--- src/rtl/gpio_ovr_pkg.sv ---
package gpio_ovr_pkg;
  localparam int ADDR_W = 2;

  typedef enum logic [ADDR_W-1:0] {
    REG_LATCH = 2'd0,
    REG_DIR   = 2'd1,
    REG_PINS  = 2'd2
  } reg_sel_e;
endpackage

--- src/rtl/gpio_pin_sync.sv ---
module gpio_pin_sync #(
  parameter int WIDTH = 8
) (
  input  logic             clk,
  input  logic             rst_n,
  input  logic [WIDTH-1:0] pins_raw,
  output logic [WIDTH-1:0] pins_sync
);
  logic [WIDTH-1:0] stage1_q, stage1_d;
  logic [WIDTH-1:0] stage2_q, stage2_d;
  logic [1:0]       age_q, age_d;

  always_comb begin
    stage1_d = pins_raw;
    stage2_d = stage1_q;
    age_d    = (age_q == 2'd2) ? age_q : age_q + 2'd1;
  end

  always_ff @(posedge clk or negedge rst_n) begin
    if (!rst_n) begin
      stage1_q <= '0;
      stage2_q <= '0;
      age_q    <= '0;
    end else begin
      stage1_q <= stage1_d;
      stage2_q <= stage2_d;
      age_q    <= age_d;
    end
  end

  assign pins_sync = stage2_q;

  // the visible level lags the raw pins by exactly two edges
  a_r6_two_stage_delay: assert property (@(posedge clk) disable iff (!rst_n)
    (age_q == 2'd2) |-> (pins_sync == $past(pins_raw, 2)));
endmodule

--- src/rtl/gpio_dir_resolve.sv ---
module gpio_dir_resolve #(
  parameter int WIDTH = 8
) (
  input  logic [WIDTH-1:0] dir_bits,
  input  logic [WIDTH-1:0] pwm_en,
  input  logic             pwm_shutdown,
  output logic [WIDTH-1:0] eff_out,
  output logic [WIDTH-1:0] pwm_owns
);
  localparam int TOP = WIDTH - 1;

  for (genvar i = 0; i < WIDTH; i++) begin : g_pin
    if (i == TOP) begin : g_top
      always_comb begin
        pwm_owns[i] = pwm_en[i] && !pwm_shutdown;
        eff_out[i]  = !pwm_shutdown && (pwm_en[i] || dir_bits[i]);
      end
    end else begin : g_plain
      always_comb begin
        pwm_owns[i] = pwm_en[i];
        eff_out[i]  = pwm_en[i] || dir_bits[i];
      end
    end
  end
endmodule

--- src/rtl/gpio_port_regs.sv ---
module gpio_port_regs
  import gpio_ovr_pkg::*;
#(
  parameter int WIDTH = 8
) (
  input  logic              clk,
  input  logic              rst_n,
  input  logic [ADDR_W-1:0] addr,
  input  logic              we,
  input  logic [WIDTH-1:0]  wdata,
  input  logic [WIDTH-1:0]  eff_out,
  input  logic [WIDTH-1:0]  pins_sync,
  output logic [WIDTH-1:0]  dir_q,
  output logic [WIDTH-1:0]  latch_q,
  output logic [WIDTH-1:0]  rdata
);
  logic [WIDTH-1:0] dir_d, latch_d;
  logic             dir_en, latch_en;

  always_comb begin
    dir_en   = we && (addr == REG_DIR);
    latch_en = we && (addr == REG_LATCH);
    dir_d    = dir_en   ? wdata : dir_q;
    latch_d  = latch_en ? wdata : latch_q;
  end

  always_ff @(posedge clk or negedge rst_n) begin
    if (!rst_n) begin
      dir_q   <= '0;
      latch_q <= '0;
    end else begin
      dir_q   <= dir_d;
      latch_q <= latch_d;
    end
  end

  always_comb begin
    case (addr)
      REG_LATCH: rdata = (latch_q & eff_out) | (pins_sync & ~eff_out);
      REG_DIR:   rdata = dir_q;
      REG_PINS:  rdata = pins_sync;
      default:   rdata = '0;
    endcase
  end

  // a direction write is stored on the next edge
  a_r3_dir_write_lands: assert property (@(posedge clk) disable iff (!rst_n)
    (we && addr == REG_DIR) |=> (dir_q == $past(wdata)));

  // the pin-level address is read-only
  a_r9_pins_write_ignored: assert property (@(posedge clk) disable iff (!rst_n)
    (we && addr == REG_PINS) |=> ($stable(dir_q) && $stable(latch_q)));

  // only a bus write alters the stored direction bits
  a_r4_dir_only_by_bus: assert property (@(posedge clk) disable iff (!rst_n)
    !(we && addr == REG_DIR) |=> $stable(dir_q));
endmodule

--- src/rtl/gpio_port_ovr.sv ---
module gpio_port_ovr
  import gpio_ovr_pkg::*;
#(
  parameter int WIDTH = 8
) (
  input  logic              clk,
  input  logic              rst_n,
  input  logic [ADDR_W-1:0] bus_addr,
  input  logic              bus_we,
  input  logic [WIDTH-1:0]  bus_wdata,
  output logic [WIDTH-1:0]  bus_rdata,
  input  logic [WIDTH-1:0]  pin_in,
  output logic [WIDTH-1:0]  pin_out,
  output logic [WIDTH-1:0]  pin_oe,
  input  logic [WIDTH-1:0]  pwm_en,
  input  logic [WIDTH-1:0]  pwm_val,
  input  logic              pwm_shutdown
);
  localparam int TOP = WIDTH - 1;

  logic             rst_meta_q, rst_sync_q;
  logic [WIDTH-1:0] pins_sync, dir_q, latch_q, eff_out, pwm_owns;

  always_ff @(posedge clk or negedge rst_n) begin
    if (!rst_n) begin
      rst_meta_q <= 1'b0;
      rst_sync_q <= 1'b0;
    end else begin
      rst_meta_q <= 1'b1;
      rst_sync_q <= rst_meta_q;
    end
  end

  gpio_pin_sync #(.WIDTH(WIDTH)) u_sync (
    .clk      (clk),
    .rst_n    (rst_sync_q),
    .pins_raw (pin_in),
    .pins_sync(pins_sync)
  );

  gpio_dir_resolve #(.WIDTH(WIDTH)) u_resolve (
    .dir_bits    (dir_q),
    .pwm_en      (pwm_en),
    .pwm_shutdown(pwm_shutdown),
    .eff_out     (eff_out),
    .pwm_owns    (pwm_owns)
  );

  gpio_port_regs #(.WIDTH(WIDTH)) u_regs (
    .clk      (clk),
    .rst_n    (rst_sync_q),
    .addr     (bus_addr),
    .we       (bus_we),
    .wdata    (bus_wdata),
    .eff_out  (eff_out),
    .pins_sync(pins_sync),
    .dir_q    (dir_q),
    .latch_q  (latch_q),
    .rdata    (bus_rdata)
  );

  always_comb begin
    pin_oe  = eff_out;
    pin_out = (pwm_val & pwm_owns) | (latch_q & ~pwm_owns);
  end

  // shutdown keeps the top pin undriven
  a_r5_shutdown_top_input: assert property (@(posedge clk) disable iff (!rst_sync_q)
    pwm_shutdown |-> !pin_oe[TOP]);

  // every enabled channel below the top pin drives
  a_r4_pwm_forces_oe: assert property (@(posedge clk) disable iff (!rst_sync_q)
    ((pwm_en[TOP-1:0] & ~pin_oe[TOP-1:0]) == '0));

  // without overrides the stored direction alone sets the drive
  a_r1_dir_sets_oe: assert property (@(posedge clk) disable iff (!rst_sync_q)
    (pwm_en == '0 && !pwm_shutdown) |-> (pin_oe == dir_q));
endmodule

--- config.mk ---
export PLATFORM = sky130hd
export DESIGN_NAME = gpio_port_ovr
export DESIGN_NICKNAME = d
export VERILOG_FILES = /design/src/rtl/gpio_ovr_pkg.sv /design/src/rtl/gpio_pin_sync.sv /design/src/rtl/gpio_dir_resolve.sv /design/src/rtl/gpio_port_regs.sv /design/src/rtl/gpio_port_ovr.sv
export SDC_FILE = /design/constraint.sdc
export NUM_CORES = 1
export LEC_CHECK = 0
export BUFFER_PORTS_ARGS = -buffer_cell sky130_fd_sc_hd__clkbuf_2
export CAP_MARGIN = 20
export CORE_ASPECT_RATIO = 1.5
export CORE_MARGIN = 2
export CORE_UTILIZATION = 35
export CTS_CLUSTER_DIAMETER = 100
export DETAILED_ROUTE_END_ITERATION = 8
export SLEW_MARGIN = 40
export SYNTH_ARGS = -nofsm -noshare
export SYNTH_HDL_FRONTEND = slang
export SYNTH_SLANG_ARGS = --single-unit
--- constraint.sdc ---
create_clock -name clk -period 1.4 [get_ports clk]
set_input_delay 0 -clock clk [delete_from_list [all_inputs] [get_ports clk]]
set_output_delay 0 -clock clk [all_outputs]
set_load 0.02 [all_outputs]
==> flow_metrics.tcl, run 1 <==
set metrics [dict create \
    status "complete, no violations" \
    path_class "reg2out" \
    io_buffers 61 \
    setup_tns_ps 0 \
    area_growth_pct 42.0 \
    crit_end "bus_rdata[7]" \
    die_area_um2 4780 \
    antenna_found_initial 0 \
    setup_viol 0 \
    yosysSeqAreaShare_pct 57.5 \
    ioPinCount 62 \
    syn_area_per_cell_um2 12.9 \
    finalMaxSlewViolations 0 \
    power_density_nw_per_um2 1160 \
    start_kind "register" \
    first_global_vias 1233 \
    synth_top_area_cell "dfrtp_1" \
    antenna_cells 0 \
    setup_slack_ps 100 \
    cts_tree "built" \
    path_clk_slew_ps 60 \
    power_frac_seq_pct 48.3 \
    grtUsageTotal_pct 15.2 \
    required_ps 1400 \
    cts_buffer_depth 2 \
    synth_top_area_share_pct 57.5 \
    vias 1205 \
    cp-end-kind "output pin" \
    use_met3_pct 2.33 \
    reg2regPathDepth 1 \
    place_hpwl_um 2530 \
    cts-root-buf "clkbuf_8" \
    core_um2 4140 \
    cp_cell_sequence "o21ba_2 -> a31oi_1 -> o21ai_0 -> clkbuf_2" \
    cp_num_buf_inv 1 \
    drtIter0Drc 22 \
    finalClockSkew_ps 2.47 \
    place.gp.congestion 0.816 \
    synth_area_leaders "dfrtp_1 57%, mux2_2 18%, a2bb2oi_1 3.0%" \
    drt-total-wl_um 3310 \
    fp.dieH_um 83.6 \
    combPwrFrac_pct 25.4 \
    post_drt_wl_per_cell_um 13.4 \
    netSwitchingPower_mw 0.699 \
    cts_made_buffers 5 \
    p_leak_nw 1.01 \
    cts_setup_buffers 0 \
    remaining_drc_errors 0 \
    synth.net_count 153 \
    p_int_mw 1.75 \
    ant_nets 0 \
    maxCapViolCount 0 \
    die_w_um 57.1 \
    final_common_cell "clkbuf_2" \
    crit_start "u_regs.dir_q[7]$_DFFE_PN0P_" \
    min_period_over_period_pct 92.8 \
    grt.busiest_layer "met2" \
    r2r_end "u_regs.latch_q[0]$_DFFE_PN0P_" \
    use_met2_pct 28.3 \
    ir_worst_vdd_mv 0.805 \
    yosysWarnings 0 \
    max_stage_delay_ps 400 \
    synth_cell_types 24 \
    r2r_setup_slack_ps 610 \
    crit_fanout 4 \
    layout-drive-gt1-share_pct 51.2 \
    critPathArrivalTime_ps 1300 \
    dp_worst_setup_slack_ps 316 \
    p_sw_share_pct 28.6 \
    first_pass_iters 4 \
    clock.fmax_mhz 770 \
    fin_crit_ps 1300 \
    critPathSlowestCell "dfrtp_1" \
    htreeDepth 2 \
    initial_core_util_pct 35.8 \
    layout_common_cells "61 x clkbuf_2, 34 x dfrtp_1, 24 x mux2_2, 17 x dlygate4sd3_1, 6 x o21ai_0" \
    gr-total-overflow 0 \
    placementRows 29 \
    clock_power_share_pct 26.2 \
    holdWs_ps 52.1 \
    clkLatencyLatePin_ps 270 \
    ys_seq_elements 34 \
    syn_inst 115 \
    grt_use_met1_pct 16.4 \
    reg2reg_from "u_regs.latch_q[0]$_DFFE_PN0P_" \
    vias_per_cell 4.88 \
    nNetsFinal 239 \
    critPathTopFamily "compound AO/OA/AOI/OAI gates" \
    syn-cell-area_um2 1480 \
    grt_pass1_wl_um 5540 \
    grt_start_max_net_pins 21 \
    finalHoldViolations 0 \
    clkSinkCount 34 \
    cp.depth 4 \
    hold_class "in2async" \
    rsz0062_at_grt "no" \
]
==> per-layer routing <==
| layer | vias up | part of all wire (%) |
|---|---|---|
| met5 | - | 0 |
| met4 | 0 | 0.70 |
| met3 | 2 | 5.0 |
| met2 | 41 | 56 |
| met1 | 578 | 38 |
| li1 | 584 | - |
==> worst min path at each step <==
stage | from | end | slack, ps | cells after the start
2_1_floorplan | rst_n | rst_meta_q$_DFF_PN0_ | -300 | 0
3_3_place_gp | rst_n | rst_meta_q$_DFF_PN0_ | -210 | 1
3_5_place_dp | rst_n | rst_meta_q$_DFF_PN0_ | -210 | 1
4_1_cts | rst_n | rst_sync_q$_DFF_PN0_ | 30 | 2
5_1_grt | rst_n | rst_sync_q$_DFF_PN0_ | 50 | 2
6_report | rst_n | rst_sync_q$_DFF_PN0_ | 50 | 2
==> area by class of cell <==
cell class | count | area, um2
Tap cell | 46 | 57.6
Sequential cell | 34 | 851
Fill cell | 386 | 2030
Clock buffer | 7 | 76.3
Timing Repair Buffer | 83 | 513
Inverter | 3 | 11.3
Multi-Input combinational cell | 74 | 593
==> synthesized netlist by cell type <==
cell type,count
a21oi_1,2
a2bb2oi_1,5
a31oi_1,1
and2_1,1
buf_2,2
buf_6,1
clkbuf_1,1
conb_1,1
dfrtp_1,34
inv_1,3
mux2_2,24
nand2_1,5
nand3b_2,1
nor2_1,5
nor2b_1,1
nor3b_4,1
o211ai_1,2
o21ai_0,6
o21ba_2,1
o21bai_1,5
o22ai_1,5
o311ai_0,1
o31ai_1,2
or2_2,5
==> sequential cells by signal, summed over array words and instances, names as in the netlist <==
register	flops
rst_sync_q	1
u_sync.pins_sync	8
u_regs.dir_q	8
u_regs.latch_q	8
u_sync.stage1_q	8
rst_meta_q	1
==> power groups by stage <==
stage	sequential (mW)	clock [mW]	combinational, mW
3_5_place_dp	1.20	0	0.593
3_3_place_gp	1.19	0	0.574
6_report	1.18	0.642	0.622
5_1_grt	1.20	0.712	0.677
2_1_floorplan	1.18	0	0.389
4_1_cts	1.18	0.668	0.631
==> logic make-up after synthesis <==
family | Yosys count | synth area share (%)
AOI/OAI and AO/OA | 30 | 14.0
buffers and inverters | 7 | 2.45
DFF | 34 | 57.5
muxes | 24 | 18.3
other | 1 | 0.253
and+or+nand+nor | 19 | 7.52
==> metrics by stage <==
| step | std cells | utilization (%) | power, mW | area [um2] |
|---|---|---|---|---|
| after detailed placement | 223 | 44.9 | 1.79 | 1860 |
| after global routing | 247 | 50.8 | 2.59 | 2100 |
| final | 247 | 50.8 | 2.45 | 2100 |
| after CTS | 247 | 50.8 | 2.48 | 2100 |
| after global placement | 223 | 44.9 | 1.77 | 1860 |
| after floorplan | 115 | - | 1.57 | 1480 |
==> repair_timing <==
action	4_1_cts	5_1_grt
gates resized for setup	0	0
setup endpoints to repair	0	0
endpoints found under the hold margin	26	0
hold buffers	17	0
(Power assumes the default switching activity.)
==> run 2: changes to the inputs <==
- CTS_BUF_LIST: not set -> sky130_fd_sc_hd__clkbuf_16
==> run 2 against run 1 <==
Effect of this change:
- sequential share of layout area shrank 1.1 points
- design area rose by 2.7%
- register-to-register slack barely moved
- sequential power about the same
- clock skew down 1.4 ps
- clock power up 52%
- count of clock-buffer cells in the layout down 2
- non-clock buffer count unchanged
==> flow_metrics.tcl, run 2 (synthesis results as in run 1) <==
set metrics [dict create \
    status "complete, no violations" \
    p_int_mw 2.04 \
    layout-drive-gt1-share_pct 51.2 \
    ant_nets 0 \
    required_ps 1400 \
    cts-root-buf "clkbuf_16" \
    antenna_found_initial 0 \
    die_w_um 57.1 \
    fp.dieH_um 83.6 \
    finalMaxSlewViolations 0 \
    multiInputGateArea_um2 593 \
    p_leak_nw 1.04 \
    cp_cell_sequence "o21ba_2 -> a31oi_1 -> o21ai_0 -> clkbuf_2" \
    setup_viol 0 \
    remaining_drc_errors 0 \
    clkSinkCount 34 \
    vias 1212 \
    maxCapViolCount 0 \
    area_growth_pct 45.8 \
    crit_fanout 4 \
    setup_tns_ps 0 \
    combPwrFrac_pct 22.4 \
    ioPinCount 62 \
    min_period_over_period_pct 92.3 \
    io_buffers 61 \
    grt_start_max_net_pins 21 \
    clkLatencyLatePin_ps 270 \
    first_global_vias 1233 \
    finalClockSkew_ps 1.05 \
    gr-total-overflow 0 \
    top_layer_used "met4" \
    ir_worst_vdd_mv 1.06 \
    die_area_um2 4780 \
    cts_tree "built" \
    final_common_cell "clkbuf_2" \
    place.gp.congestion 0.816 \
    dr_wl_met3_um 168 \
    antenna_cells 0 \
    critPathSlowestCell "dfrtp_1" \
    cts_buffer_depth 2 \
    layout_common_cells "61 x clkbuf_2, 34 x dfrtp_1, 24 x mux2_2, 17 x dlygate4sd3_1, 6 x o21ai_0" \
    path_class "reg2out" \
    max_stage_delay_ps 400 \
    place_hpwl_um 2530 \
    placementRows 29 \
    dr_wl_met2_um 1900 \
    clock.fmax_mhz 774 \
    netSwitchingPower_mw 0.739 \
    grt_pass1_wl_um 5580 \
    path_clk_slew_ps 50 \
    cts_made_buffers 5 \
    finalHoldViolations 0 \
    reg2reg_from "u_regs.latch_q[3]$_DFFE_PN0P_" \
    first_pass_iters 4 \
    initial_core_util_pct 35.8 \
    start_kind "register" \
    met1_length_um 1230 \
    p_sw_share_pct 26.6 \
    drtIter0Drc 27 \
    num-fill-cells 378 \
    nNetsFinal 239 \
    htreeDepth 2 \
    drt-total-wl_um 3340 \
    fin_crit_ps 1290 \
    cp-end-kind "output pin" \
    ctsResizeCount 0 \
    critPathArrivalTime_ps 1290 \
    holdWs_ps 54.9 \
    clock_power_share_pct 35.0 \
    power_density_nw_per_um2 1290 \
    rsz0062_at_grt "no" \
    power_frac_seq_pct 42.6 \
    post_drt_wl_per_cell_um 13.5 \
    final-seq-area_um2 851 \
    hold_class "in2async" \
    crit_start "u_regs.dir_q[7]$_DFFE_PN0P_" \
    core_um2 4140 \
    vias_per_cell 4.91 \
    grtUsageTotal_pct 15.3 \
]
==> run 2: changes by cell type in the layout (fill, tap and decap cells not counted), sizes merged <==
cell / before / now
inv: 3 / 5
clkbuf: 68 / 66
==> run 2: what timing repair did <==
item | CTS | global route
hold buffers | 17 | 0
setup buffers | 0 | 0
hold endpoints to repair | 26 | 0
==> run 2: power groups by stage <==
stage               Combinational, mW  Clock (mW)  Sequential [mW]
floorplan                       0.389           0             1.18
global placement                0.574           0             1.19
detailed placement              0.593           0             1.20
CTS                             0.631        1.01             1.19
global route                    0.677        1.04             1.20
finish                          0.623       0.973             1.18
==> run 2: through the flow <==
stage / total power [mW] / area [um2] / std cells / util [%] / worst slack (ps)
after global routing: 2.92 / 2160 / 247 / 52.2 / 47.4
final: 2.78 / 2160 / 247 / 52.2 / 108
after CTS: 2.82 / 2160 / 247 / 52.2 / 96.5
after floorplan: 1.57 / 1480 / 115 / - / 255
after detailed placement: 1.79 / 1860 / 223 / 44.9 / 316
after global placement: 1.77 / 1860 / 223 / 44.9 / 349
==> run 2: path summary, 6_finish.rpt <==
| path | end | slack, ps | cells past startpoint |
|---|---|---|---|
| setup / recovery | bus_rdata[7] | 110 | 4 |
| hold / removal | rst_sync_q$_DFF_PN0_ | 50 | 2 |
| setup reg to reg | u_regs.latch_q[3]$_DFFE_PN0P_ | 610 | 1 |
| hold reg to reg | u_regs.latch_q[4]$_DFFE_PN0P_ | 190 | 1 |
| max in group asynchronous | u_regs.latch_q[5]$_DFFE_PN0P_ | 970 | 1 |
| min in group clk | u_regs.dir_q[0]$_DFFE_PN0P_ | 320 | 3 |
==> run 2: final cells by class <==
type	count	area share (%)
Multi-Input combinational cell	74	27.5
Timing Repair Buffer	83	23.8
Clock inverter	2	0.348
Tap cell	46	2.67
Sequential cell	34	39.4
Inverter	3	0.522
Clock buffer	5	5.80
==> run 2: metal layers <==
layer	track usage, %	up-vias
li1	-	584
met1	16.9	584
met2	27.9	39
met3	2.33	5
met4	6.98	0
met5	0	-
==> run 2: worst max-delay path, delay by kind of cell (launching register included) <==
kind,cells,cell delay (ps)
buffers and inverters,1,170
DFF,1,400
AOI/OAI and AO/OA,3,450
